**src/rtl/alias_regfile_pkg.sv**
```systemverilog
package alias_regfile_pkg;
  localparam int DATA_W    = 32;
  localparam int HALF_W    = 16;
  localparam int BYTE_W    = 8;
  localparam int NUM_REGS  = 8;
  localparam int BYTE_REGS = 4;
  localparam int NUM_RD    = 2;
  localparam int IDX_W     = $clog2(NUM_REGS);

  typedef enum logic [1:0] {
    SZ_BYTE = 2'b00,
    SZ_HALF = 2'b01,
    SZ_WORD = 2'b10,
    SZ_NONE = 2'b11
  } accSize_e;

  typedef enum logic [2:0] {
    VW_ZERO, VW_LOBYTE, VW_HIBYTE, VW_HALF, VW_WORD
  } rdView_e;

  typedef struct packed {
    logic [NUM_REGS-1:0] regHit;
    logic                laneLo;
    logic                laneHi;
    logic                laneUp;
    logic                hiShift;
    logic                pcLoad;
    logic                pcAdv;
  } ctrlStb_t;

  typedef struct packed {
    logic [IDX_W-1:0] idx;
    rdView_e          view;
  } rdSel_t;
endpackage

```
**src/rtl/alias_regfile_ctrl.sv**
```systemverilog
module alias_regfile_ctrl
  import alias_regfile_pkg::*;
(
  input  logic                           wrEn,
  input  logic [IDX_W-1:0]               wrIdx,
  input  logic [1:0]                     wrSize,
  input  logic [NUM_RD-1:0][IDX_W-1:0]   rdIdx,
  input  logic [NUM_RD-1:0][1:0]         rdSize,
  input  logic                           pcLoad,
  input  logic                           pcInc,
  output ctrlStb_t                       stb,
  output rdSel_t [NUM_RD-1:0]            rdSel
);
  localparam logic [IDX_W-1:0] BYTE_SPLIT = IDX_W'(BYTE_REGS);

  always_comb begin
    stb = '0;
    if (wrEn) begin
      case (accSize_e'(wrSize))
        SZ_BYTE: begin
          if (wrIdx < BYTE_SPLIT) begin
            stb.regHit[wrIdx] = 1'b1;
            stb.laneLo        = 1'b1;
          end else begin
            stb.regHit[wrIdx - BYTE_SPLIT] = 1'b1;
            stb.laneHi  = 1'b1;
            stb.hiShift = 1'b1;
          end
        end
        SZ_HALF: begin
          stb.regHit[wrIdx] = 1'b1;
          stb.laneLo        = 1'b1;
          stb.laneHi        = 1'b1;
        end
        SZ_WORD: begin
          stb.regHit[wrIdx] = 1'b1;
          stb.laneLo        = 1'b1;
          stb.laneHi        = 1'b1;
          stb.laneUp        = 1'b1;
        end
        default: ;
      endcase
    end
    stb.pcLoad = pcLoad;
    stb.pcAdv  = pcInc & ~pcLoad;
  end

  for (genvar p = 0; p < NUM_RD; p++) begin : g_rdDec
    always_comb begin
      rdSel[p].idx  = rdIdx[p];
      rdSel[p].view = VW_ZERO;
      case (accSize_e'(rdSize[p]))
        SZ_BYTE: begin
          if (rdIdx[p] < BYTE_SPLIT) begin
            rdSel[p].view = VW_LOBYTE;
          end else begin
            rdSel[p].idx  = rdIdx[p] - BYTE_SPLIT;
            rdSel[p].view = VW_HIBYTE;
          end
        end
        SZ_HALF: rdSel[p].view = VW_HALF;
        SZ_WORD: rdSel[p].view = VW_WORD;
        default: rdSel[p].view = VW_ZERO;
      endcase
    end
  end
endmodule

```
**src/rtl/alias_regfile_dp.sv**
```systemverilog
module alias_regfile_dp
  import alias_regfile_pkg::*;
#(
  parameter int                PC_STEP_W = 4,
  parameter logic [DATA_W-1:0] RESET_VEC = 32'hFFFF_FFF0
) (
  input  logic                          clk,
  input  logic                          rst,
  input  ctrlStb_t                      stb,
  input  logic [DATA_W-1:0]             wrData,
  input  rdSel_t [NUM_RD-1:0]           rdSel,
  input  logic [DATA_W-1:0]             pcLoadVal,
  input  logic [PC_STEP_W-1:0]          pcIncAmt,
  output logic [NUM_RD-1:0][DATA_W-1:0] rdData,
  output logic [DATA_W-1:0]             pcOut
);
  logic [DATA_W-1:0] regView [NUM_REGS];
  logic [BYTE_W-1:0] hiLaneData;

  assign hiLaneData = stb.hiShift ? wrData[BYTE_W-1:0] : wrData[HALF_W-1:BYTE_W];

  for (genvar g = 0; g < NUM_REGS; g++) begin : g_reg
    logic [DATA_W-1:0] word;
    always_ff @(posedge clk) begin
      if (rst) begin
        word <= '0;
      end else if (stb.regHit[g]) begin
        if (stb.laneLo) word[BYTE_W-1:0]      <= wrData[BYTE_W-1:0];
        if (stb.laneHi) word[HALF_W-1:BYTE_W] <= hiLaneData;
        if (stb.laneUp) word[DATA_W-1:HALF_W] <= wrData[DATA_W-1:HALF_W];
      end
    end
    assign regView[g] = word;
  end

  for (genvar p = 0; p < NUM_RD; p++) begin : g_rdMux
    logic [DATA_W-1:0] picked;
    assign picked = regView[rdSel[p].idx];
    always_comb begin
      case (rdSel[p].view)
        VW_LOBYTE: rdData[p] = DATA_W'(picked[BYTE_W-1:0]);
        VW_HIBYTE: rdData[p] = DATA_W'(picked[HALF_W-1:BYTE_W]);
        VW_HALF:   rdData[p] = DATA_W'(picked[HALF_W-1:0]);
        VW_WORD:   rdData[p] = picked;
        default:   rdData[p] = '0;
      endcase
    end
  end

  always_ff @(posedge clk) begin
    if (rst)             pcOut <= RESET_VEC;
    else if (stb.pcLoad) pcOut <= pcLoadVal;
    else if (stb.pcAdv)  pcOut <= pcOut + DATA_W'(pcIncAmt);
  end
endmodule

```
**src/rtl/alias_regfile.sv**
```systemverilog
module alias_regfile
  import alias_regfile_pkg::*;
#(
  parameter int                PC_STEP_W = 4,
  parameter logic [DATA_W-1:0] RESET_VEC = 32'hFFFF_FFF0
) (
  input  logic                 clk,
  input  logic                 rst,
  input  logic                 wrEn,
  input  logic [IDX_W-1:0]     wrIdx,
  input  logic [1:0]           wrSize,
  input  logic [DATA_W-1:0]    wrData,
  input  logic [IDX_W-1:0]     rdIdxA,
  input  logic [1:0]           rdSizeA,
  output logic [DATA_W-1:0]    rdDataA,
  input  logic [IDX_W-1:0]     rdIdxB,
  input  logic [1:0]           rdSizeB,
  output logic [DATA_W-1:0]    rdDataB,
  input  logic                 pcLoad,
  input  logic [DATA_W-1:0]    pcLoadVal,
  input  logic                 pcInc,
  input  logic [PC_STEP_W-1:0] pcIncAmt,
  output logic [DATA_W-1:0]    pcOut
);
  ctrlStb_t                       stb;
  rdSel_t [NUM_RD-1:0]            rdSel;
  logic [NUM_RD-1:0][DATA_W-1:0]  rdData;

  alias_regfile_ctrl u_ctrl (
    .wrEn   (wrEn),
    .wrIdx  (wrIdx),
    .wrSize (wrSize),
    .rdIdx  ({rdIdxB, rdIdxA}),
    .rdSize ({rdSizeB, rdSizeA}),
    .pcLoad (pcLoad),
    .pcInc  (pcInc),
    .stb    (stb),
    .rdSel  (rdSel)
  );

  alias_regfile_dp #(
    .PC_STEP_W (PC_STEP_W),
    .RESET_VEC (RESET_VEC)
  ) u_dp (
    .clk       (clk),
    .rst       (rst),
    .stb       (stb),
    .wrData    (wrData),
    .rdSel     (rdSel),
    .pcLoadVal (pcLoadVal),
    .pcIncAmt  (pcIncAmt),
    .rdData    (rdData),
    .pcOut     (pcOut)
  );

  assign rdDataA = rdData[0];
  assign rdDataB = rdData[1];
endmodule

```
**config.mk**
```make
export PLATFORM = sky130hd
export DESIGN_NAME = alias_regfile
export DESIGN_NICKNAME = d
export VERILOG_FILES = /design/src/rtl/alias_regfile_pkg.sv /design/src/rtl/alias_regfile_ctrl.sv /design/src/rtl/alias_regfile_dp.sv /design/src/rtl/alias_regfile.sv
export SDC_FILE = /design/constraint.sdc
export NUM_CORES = 1
export LEC_CHECK = 0
export ABC_AREA = 1
export BUFFER_PORTS_ARGS = -buffer_cell sky130_fd_sc_hd__buf_2
export CORE_ASPECT_RATIO = 1.1
export CORE_MARGIN = 4
export CORE_UTILIZATION = 55
export DETAILED_ROUTE_END_ITERATION = 12
export GPL_ROUTABILITY_DRIVEN = 1
export PLACE_DENSITY = 0.76
export SYNTH_ARGS = -nofsm -noshare
export SYNTH_HDL_FRONTEND = slang
export SYNTH_HIERARCHICAL = 1
export SYNTH_SLANG_ARGS = --single-unit
export TNS_END_PERCENT = 1
```
**constraint.sdc**
```tcl
create_clock -name clk -period 2.4 [get_ports clk]
set_input_delay 0.48 -clock clk [delete_from_list [all_inputs] [get_ports clk]]
set_output_delay 0.48 -clock clk [all_outputs]
set_load 0.05 [all_outputs]
```
### Yosys cells after proc, flatten, opt, wreduce, memory -nomap -nowiden

Index checks and enable logic that the tools add are counted.

| cells by class | value |
|---|---|
| $add $sub $neg | 4 |
| order comparisons | 9 |
| equality and inequality tests | 14 |
| muxes and demuxes | 30 |
| bitwise operators | 4 |
| reduce and logical (&&, ||, !) cells | 31 |

Operators by type and width:

| kind | number |
|---|---|
| one-hot mux 32 bit (4 select lines) | 2 |
| binary-select mux 32 bit (select 3 bit) | 2 |
| 2-to-1 mux 32 bit | 6 |
| AND reduction 2 bit | 24 |
| adder 32 x 4 -> 32 bit | 1 |
| one-hot mux 10 bit (2 select lines) | 1 |
| one-hot mux 3 bit (3 select lines) | 2 |
| 2-to-1 mux 8 bit | 2 |
| equality test 3 x 2 -> 1 bit, second input constant | 4 |
| 2-to-1 mux 12 bit | 1 |
| 2-to-1 mux 3 bit | 4 |
| < comparator 3 bit, second input constant | 3 |
| subtractor 3 bit, second input constant | 3 |
| >= comparator 4 bit, second input constant | 2 |
| < comparator 3 x 4 -> 1 bit, second input constant | 2 |
| NOT 3 -> 4 bit | 2 |
| demux 1 bit (select 3 bit) | 2 |
| equality test 2 x 1 -> 1 bit, second input constant | 3 |
| equality test 2 bit, second input constant | 3 |
| equality test 3 x 1 -> 1 bit, second input constant | 2 |
| equality test 3 bit, second input constant | 2 |
| >= comparator 3 x 1 -> 1 bit, second input constant | 2 |
| zero test 2 bit | 3 |
| 2-to-1 mux 1 bit | 6 |
| other kinds (6) | 8 |

| storage, ports and cells | value |
|---|---|
| bits in registers | 288 |
| bits of input ports | 88 |
| word-level logic and storage cells | 117 |

### Depth between registers and ports, before layout

Gate-level depths: netlist (run 1).

| depth | value |
|---|---|
| depth after elaboration | 9 |
| mapped depth | 12 |

### By module

The synthesis (run 1) kept the hierarchy.

By module, submodules not included:

| module | times used | cells each | area each (sq um) | seq. area each (sq um) |
|---|---|---|---|---|
| alias_regfile_dp | 1 | 2416 | 15815.2 | 5765.5 |
| alias_regfile_ctrl | 1 | 58 | 284.0 | 0.0 |

### Worst setup path after synthesis (run 1)

OpenSTA, ideal clock, no wires.

| path | value |
|---|---|
| path type | input -> output |
| start | input rdSizeB[1] |
| end | output rdDataB[11] |
| data arrival time | 2.119 ns |
| required time | 1.920 ns |
| path slack | -0.199 ns |
| stages | 8 |
| cell sequence | inv_1 nor2_1 inv_1 nor3_4 inv_2 nand2_1 inv_1 a21oi_1 |

RTL lines:

| element | RTL line | text |
|---|---|---|
| from (decl) | alias_regfile.sv:17 | `input logic [1:0] rdSizeB,` |
| to (decl) | alias_regfile.sv:18 | `output logic [DATA_W-1:0] rdDataB,` |

### Final worst setup path (run 1)

| path | value |
|---|---|
| start | register u_dp.g_reg[5].word[5] |
| end | output rdDataB[5] |

| between the ends | value |
|---|---|
| word-level cells in the longest chain between the ends | 4 |

RTL lines:

| element | RTL line | text |
|---|---|---|
| from (decl) | alias_regfile_dp.sv:23 | `logic [DATA_W-1:0] word;` |
| from (signal, indexed assignment) | alias_regfile_dp.sv:28 | `if (stb.laneLo) word[BYTE_W-1:0] <= wrData[BYTE_W-1:0];` |
| from (signal, indexed assignment) | alias_regfile_dp.sv:29 | `if (stb.laneHi) word[HALF_W-1:BYTE_W] <= hiLaneData;` |
| from (signal, indexed assignment) | alias_regfile_dp.sv:30 | `if (stb.laneUp) word[DATA_W-1:HALF_W] <= wrData[DATA_W-1:HALF_W];` |
| binary-select mux 32 bit (select 3 bit) | alias_regfile_dp.sv:38 | `assign picked = regView[rdSel[p].idx];` |
| 2-to-1 mux 32 bit (implied by the code) (2 in series) | alias_regfile_dp.sv:38 |  |
| one-hot mux 32 bit (4 select lines) | alias_regfile_dp.sv:40 | `case (rdSel[p].view)` |

No other way between the ends. The select of a mux whose other input is x is not followed.

==> results_dict.tcl, run 1 <==
set metrics [dict create \
    p_seq_share_pct 41.5 \
    worst_pin_slew_ns 0.7790 \
    synth.distinct_cells 43 \
    slowest_stage "dfxtp_1" \
    cts_buffers 31 \
    p_int_mw 8.310 \
    h-tree-depth 1 \
    timing.hold.ws_ns 0.1464 \
    hold_end "u_dp/pcOut[18]" \
    dp.cells 2971 \
    hold_path_class "input port to flip-flop" \
    portBuffers 183 \
    drv_cap 0 \
    synthArstFlopShare_pct 0 \
    cp_cell_sequence "inv_2 > a21oi_1 > o21ai_0 > o21ai_1 > buf_4 > o211ai_1 > nand2_1 > buf_6" \
    p_total_mw 11.90 \
    cts.path.max_buffers 3 \
    core_area_sq_um 28790 \
    hpwl_microns 38800 \
    drt_iter0_markers 2378 \
    power_switching_mw 3.588 \
    critPathMaxFanout 3 \
    dr.pass1.iters 8 \
    avgSynthCellArea_sq_um 6.507 \
    fill_cells 2634 \
    stdcell_area_sq_um 19350 \
    p_comb_share_pct 18.7 \
    grt_start_max_net_pins 81 \
    die_h_microns 187.4 \
    place_area_sq_um 17870 \
    ir_drop_v 0.0005792 \
    via_count 18290 \
    setup.worst_path.class "flip-flop to primary output" \
    placementRows 65 \
    nNetsFinal 2735 \
    yosys.area_share.simple_pct 20.49 \
    hold_viol_final 0 \
    p_sw_share_pct 30.16 \
    cts_tree "built" \
    r2r-end "u_dp/pcOut[20]" \
    die_area_sq_um 32080 \
    fin_util_pct 67.21 \
    grt_setup_unrepaired "true" \
    final_cells 3036 \
    crit_family "compound AO/OA/AOI/OAI gates" \
    die_w_microns 171.1 \
    overflow 0 \
    areaGrowthSynthToFinish_pct 20.20 \
    cts_sinks 288 \
    via_per_inst 6.024 \
    start_util_pct 55.92 \
    gr-usage-all-layers_pct 33.41 \
    synth_top_family_by_area "compound AO/OA/AOI/OAI gates" \
    critPathBufInv 3 \
    antenna_found_initial 4 \
    synth-xor-area-share_pct 0.4352 \
    synth.net_count 2570 \
    synthAdderAreaFrac_pct 0.6684 \
    max_stage_delay_ns 0.31 \
    cp.arrival_ns 1.93 \
    yosys_warnings 6 \
    fin_crit_ns 2.409 \
    hold_start "pcLoadVal[18]" \
    gp_congestion 0.9575 \
    grt_pass1_vias 16690 \
    required_ns 1.92 \
    synth.area.mux_share_pct 0.4974 \
    synthesis.area_sq_um 16100 \
    pin_count 184 \
    power_density_nw_per_um2 614.9 \
    reg2reg_depth 10 \
    clkPwrFrac_pct 39.8 \
    setup_viol 1 \
    fin_skew_ns 0.005533 \
    cts-root-buf "clkbuf_16" \
    crit_path_start_kind "flip-flop" \
    slew_violations 0 \
    ys.flop_type "dfxtp_1" \
    setup_ws_ns -0.009198 \
    synth-compound-area-share_pct 32.40 \
    status "complete, but fails checks" \
    leakagePower_nw 7.867 \
    drtAntennaViolNets 0 \
    post-route-period-util_pct 100.4 \
    max_freq_ghz 0.4151 \
    synth_seq_cells 288 \
    grt_pass1_wl_microns 88390 \
    ctsHoldBuffers 0 \
    violations "setup timing" \
    cp-end-kind "primary output" \
    clk_latency_ns 0.56 \
    maxSlewHeadroom_pct 48.01 \
    drive_above_1_share_pct 16.30 \
    crit_start "u_dp/g_reg[5].word[5]" \
    synth_edf_count 0 \
    wl_per_cell_microns 19.05 \
    ff2ff_setup_slack_ns 0.50 \
    syn_inst 2474 \
    yosysSeqAreaShare_pct 35.81 \
    reg2reg_from "u_dp/pcOut[0]" \
    clk_pin_slew_ns 0.06 \
    min_path_cells 3 \
    drc 0 \
    drt_wl_total_microns 57830 \
]
==> cell type report <==
class / instances / area, sq um / share of cell area (%)
tap: 368 / 460.4 / 2.379
sequential: 288 / 5773 / 29.83
multi-input combinational: 1834 / 8909 / 46.04
timing repair buffer: 307 / 2514 / 12.99
clock inverter: 11 / 85.08 / 0.4397
clock buffer: 46 / 922.1 / 4.765
antenna: 5 / 12.51 / 0.06466
inverter: 177 / 675.6 / 3.492
==> layout by cell type, fill, tap and decap left out, types with 4 or more instances in the layout <==
| cell type | count |
|---|---|
| o21ai_0 | 510 |
| nor2_1 | 390 |
| nand2_1 | 311 |
| a21oi_1 | 300 |
| dfxtp_1 | 282 |
| inv_1 | 167 |
| buf_2 | 125 |
| buf_4 | 113 |
| nand3_1 | 76 |
| o21ai_1 | 72 |
| clkbuf_16 | 33 |
| o211ai_1 | 33 |
| a221oi_1 | 28 |
| buf_12 | 27 |
| buf_6 | 23 |
| a21oi_2 | 18 |
| clkbuf_4 | 12 |
| nand2_2 | 12 |
| clkbuf_8 | 9 |
| clkinv_2 | 8 |
| o21ai_2 | 8 |
| a211oi_1 | 8 |
| mux2i_1 | 8 |
| nor2_2 | 7 |
| ha_1 | 7 |
| nand4_1 | 7 |
| clkbuf_1 | 6 |
| inv_2 | 6 |
| dfxtp_2 | 6 |
| diode_2 | 5 |
| xnor2_1 | 5 |
| nor2_4 | 4 |
| nor3_1 | 4 |
==> tightest hold or removal path, stage by stage <==
cell,delay (ns)
buf_2,0.07
a221oi_1,0.06
nand2_1,0.06
==> layer usage <==
| layer | vias to the layer above | routed length (microns) | track usage (%) |
|---|---|---|---|
| met3 | 190 | 5360 | 4.925 |
| li1 | 8697 | - | - |
| met1 | 8341 | 22640 | 42.70 |
| met2 | 1062 | 27550 | 56.55 |
| met4 | 0 | 2285 | 13.04 |
| met5 | - | 0 | 0 |
==> per-stage QoR <==
step / setup slack (ns) / setup TNS, ns
6_report: -0.009198 / -0.009198
3_3_place_gp: -0.08217 / -0.5399
5_1_grt: -0.1084 / -1.217
3_5_place_dp: -0.1067 / -1.261
4_1_cts: -0.01007 / -0.01007
2_1_floorplan: -0.1990 / -5.982
==> worst max-delay path by stage <==
| stage | to | slack (ns) | cells past startpoint |
|---|---|---|---|
| 2_1_floorplan | rdDataB[11] | -0.20 | 8 |
| 3_3_place_gp | rdDataB[15] | -0.08 | 9 |
| 3_5_place_dp | rdDataA[5] | -0.11 | 9 |
| 4_1_cts | rdDataA[5] | -0.01 | 9 |
| 5_1_grt | rdDataA[4] | -0.11 | 9 |
| 6_report | rdDataB[5] | -0.009 | 8 |
==> flip-flops by register name, indices dropped and copies added (netlist names) <==
register and cells:
u_dp/g.word 256, u_dp/pcOut 32
==> power by group through the flow <==
stage          combinational [mW]  clock [mW]  sequential [mW]
2_1_floorplan                1.22           0             5.17
3_3_place_gp                 2.03           0             5.04
3_5_place_dp                 2.05           0             5.04
4_1_cts                      2.08        4.78             4.93
5_1_grt                      2.38        5.02             4.94
6_report                     2.22        4.74             4.94
==> what timing repair did <==
action,in CTS,in global routing
gates cloned,0,2
gates resized for setup,31,130
setup endpoints to repair,27,60
buffers inserted,0,1
pin swaps,3,13
==> cells in the mapped netlist (2+ instances only) <==
| cell | instances | area (sq um) |
|---|---|---|
| a21oi_1 | 319 | 1597 |
| o21ai_2 | 3 | 26.28 |
| xor2_1 | 3 | 26.28 |
| dfxtp_1 | 288 | 5766 |
| o21ai_0 | 522 | 2613 |
| inv_1 | 171 | 641.9 |
| a221oi_1 | 28 | 245.2 |
| mux2i_1 | 8 | 80.08 |
| nand4_1 | 7 | 43.79 |
| clkbuf_2 | 3 | 15.01 |
| a31oi_1 | 3 | 18.77 |
| a211oi_1 | 8 | 60.06 |
| nand2_1 | 318 | 1194 |
| nand3_1 | 76 | 380.4 |
| nor3_1 | 5 | 25.02 |
| o21ai_1 | 65 | 325.3 |
| ha_1 | 7 | 87.58 |
| o22ai_1 | 2 | 12.51 |
| xnor2_1 | 5 | 43.79 |
| nand3b_1 | 3 | 22.52 |
| nor3_2 | 2 | 20.02 |
| nor2_1 | 391 | 1468 |
| o211ai_2 | 2 | 25.02 |
| inv_2 | 4 | 15.01 |
| clkbuf_1 | 80 | 300.3 |
| o211ai_1 | 33 | 247.7 |
| a22oi_1 | 2 | 15.01 |
| nor2_4 | 4 | 45.04 |
| nor2_2 | 6 | 37.54 |
| buf_4 | 15 | 112.6 |
| buf_6 | 13 | 146.4 |
| buf_2 | 63 | 315.3 |
| nand2_2 | 5 | 31.28 |
==> cell families (layout without fill, tap and decap cells) <==
kind of cell / Yosys count / after routing
other: 0 / 5
AND/OR/NAND/NOR: 820 / 820
flip-flops: 288 / 288
buffers and inverters: 352 / 541
XOR/XNOR: 8 / 8
AO/OA/AOI/OAI: 990 / 990
multiplexers: 8 / 8
adder cells (fa/ha/maj): 8 / 8
(Power assumes the default switching activity.)
==> inputs of run 2 (changes only) <==
- CTS_BUF_LIST: default -> sky130_fd_sc_hd__clkbuf_8
==> results_dict.tcl, run 2 (synthesis gave the netlist of run 1 again) <==
set metrics [dict create \
    status "complete, but fails checks" \
    violations "setup timing" \
    drtAntennaViolNets 0 \
    p_sw_share_pct 30.76 \
    crit_family "buffers and inverters" \
    p_comb_share_pct 18.7 \
    hold_viol_final 0 \
    min_path_cells 3 \
    overflow 0 \
    via_per_inst 6.015 \
    p_seq_share_pct 41.7 \
    worst_pin_slew_ns 0.7569 \
    critPathMaxFanout 17 \
    die_w_microns 171.1 \
    gr-usage-all-layers_pct 33.67 \
    placementRows 65 \
    top_regs "u_dp/g.word x256, u_dp/pcOut x32" \
    fin_crit_ns 2.477 \
    layout_common_cells "o21ai_0, nor2_1, nand2_1" \
    grt_start_max_net_pins 81 \
    portBuffers 183 \
    drive_above_1_share_pct 17.02 \
    grt_pass1_wl_microns 88630 \
    grt_setup_unrepaired "true" \
    cp_num_cells 9 \
    cts_sinks 288 \
    cp-end-kind "primary output" \
    cp_cell_sequence "buf_4 > buf_4 > a21oi_1 > o21ai_0 > o21ai_1 > buf_4 > o211ai_1 > nand2_1 > buf_6" \
    slew_violations 0 \
    gp_congestion 0.9575 \
    dp.cells 2971 \
    cts_buffers 49 \
    largest_register_ffs 256 \
    regMostFlops "u_dp/g.word" \
    max_freq_ghz 0.4038 \
    layout_commonest_cell "o21ai_0" \
    cp.arrival_ns 2.00 \
    pin_count 184 \
    ctsHoldBuffers 0 \
    hpwl_microns 38800 \
    cts-root-buf "clkbuf_8" \
    fill_cells 2653 \
    clk_latency_ns 0.59 \
    clkPwrFrac_pct 39.7 \
    dr.pass1.iters 6 \
    p_int_mw 8.206 \
    hold_path_class "input port to flip-flop" \
    antenna_found_initial 4 \
    setup.worst_path.class "input port to primary output" \
    required_ns 1.92 \
    core_area_sq_um 28790 \
    cts_tree "built" \
    setup_viol 3 \
    post-route-period-util_pct 103.2 \
    via_count 18430 \
    die_area_sq_um 32080 \
    power_density_nw_per_um2 611.7 \
    h-tree-depth 2 \
    final_cells 3064 \
    drt_iter0_markers 2259 \
    maxSlewHeadroom_pct 49.49 \
    areaGrowthSynthToFinish_pct 20.35 \
    power_switching_mw 3.646 \
    critPathBufInv 4 \
    drt_wl_total_microns 57300 \
    grt_pass1_vias 16830 \
    cts.path.max_buffers 3 \
    leakagePower_nw 7.942 \
    setup_tns_ns -0.1148 \
    start_util_pct 55.92 \
    max_stage_delay_ns 0.28 \
    ir_drop_v 0.0004751 \
    nNetsFinal 2752 \
    wl_per_cell_microns 18.70 \
    cpMostUsedCell "buf_4" \
    crit_path_start_kind "input port" \
    setup_ws_ns -0.07667 \
    fin_skew_ns 0.03273 \
    reg2reg_depth 10 \
    clk_pin_slew_ns 0.05 \
    drv_cap 0 \
    drc 0 \
    die_h_microns 187.4 \
    slowest_stage "o211ai_1" \
]
==> run 2: changes by cell type in the layout (fill, tap and decap cells not counted), sizes merged <==
cell / previous run / this run
inv: 175 / 191
clkbuf: 60 / 73
clkinv: 9 / 4
buf: 293 / 295
bufinv: 1 / 3
==> run 2: routing by layer <==
layer  global-route usage (%)  part of all wire, %
met3                    5.242                  9.3
met1                    43.35                   40
met4                    14.72                  4.1
met5                        0                    0
met2                    55.64                   47
==> run 2: final cells by class <==
cell class / count / area, sq um / area share [%]
flip-flops and latches: 288 / 5774 / 29.80
multi-input cells: 1834 / 8921 / 46.04
clock buffers: 62 / 853.3 / 4.404
clock inverters: 24 / 181.4 / 0.9363
well taps: 368 / 460.4 / 2.376
inverters: 177 / 679.4 / 3.506
repair buffers: 306 / 2494 / 12.87
diodes: 5 / 12.51 / 0.06457
==> run 2: final timing paths <==
kind                            slack, ns               endpoint                   from
worst min-delay path                 0.15         u_dp/pcOut[18]          pcLoadVal[18]
worst min register to register       0.47  u_dp/g_reg[5].word[5]  u_dp/g_reg[5].word[5]
worst max-delay path                -0.08             rdDataB[5]              rdIdxB[0]
worst max register to register       0.48         u_dp/pcOut[20]          u_dp/pcOut[0]
==> run 2: power by group through the flow <==
stage | clock [mW] | combinational [mW] | sequential (mW)
after floorplan | 0 | 1.22 | 5.17
after global placement | 0 | 2.03 | 5.04
after detailed placement | 0 | 2.05 | 5.04
after CTS | 4.75 | 2.09 | 4.94
after global routing | 5.00 | 2.37 | 4.95
final | 4.70 | 2.21 | 4.94
==> run 2: what timing repair did <==
| item | CTS | global route |
|---|---|---|
| gates cloned | 0 | 1 |
| pin swaps | 4 | 15 |
| endpoints found under the setup margin | 27 | 60 |
| buffers inserted | 0 | 1 |
| gates resized for setup | 42 | 131 |
==> run 2: tightest hold or removal path, stage by stage <==
cell and delay (ns):
buf_2 0.07, a221oi_1 0.06, nand2_1 0.06
==> run 2: through the flow <==
stage | instance area [sq um] | setup WS (ns) | hold WS, ns | total power [mW] | util (%)
2_1_floorplan | 16100 | -0.1990 | 0.4396 | 6.392 | -
3_3_place_gp | 17870 | -0.08217 | 0.4543 | 7.068 | 62.06
3_5_place_dp | 17870 | -0.1067 | 0.4599 | 7.096 | 62.06
4_1_cts | 19010 | -0.006277 | 0.1255 | 11.78 | 66.03
5_1_grt | 19370 | -0.07063 | 0.1412 | 12.32 | 67.29
6_report | 19380 | -0.07667 | 0.1505 | 11.85 | 67.30
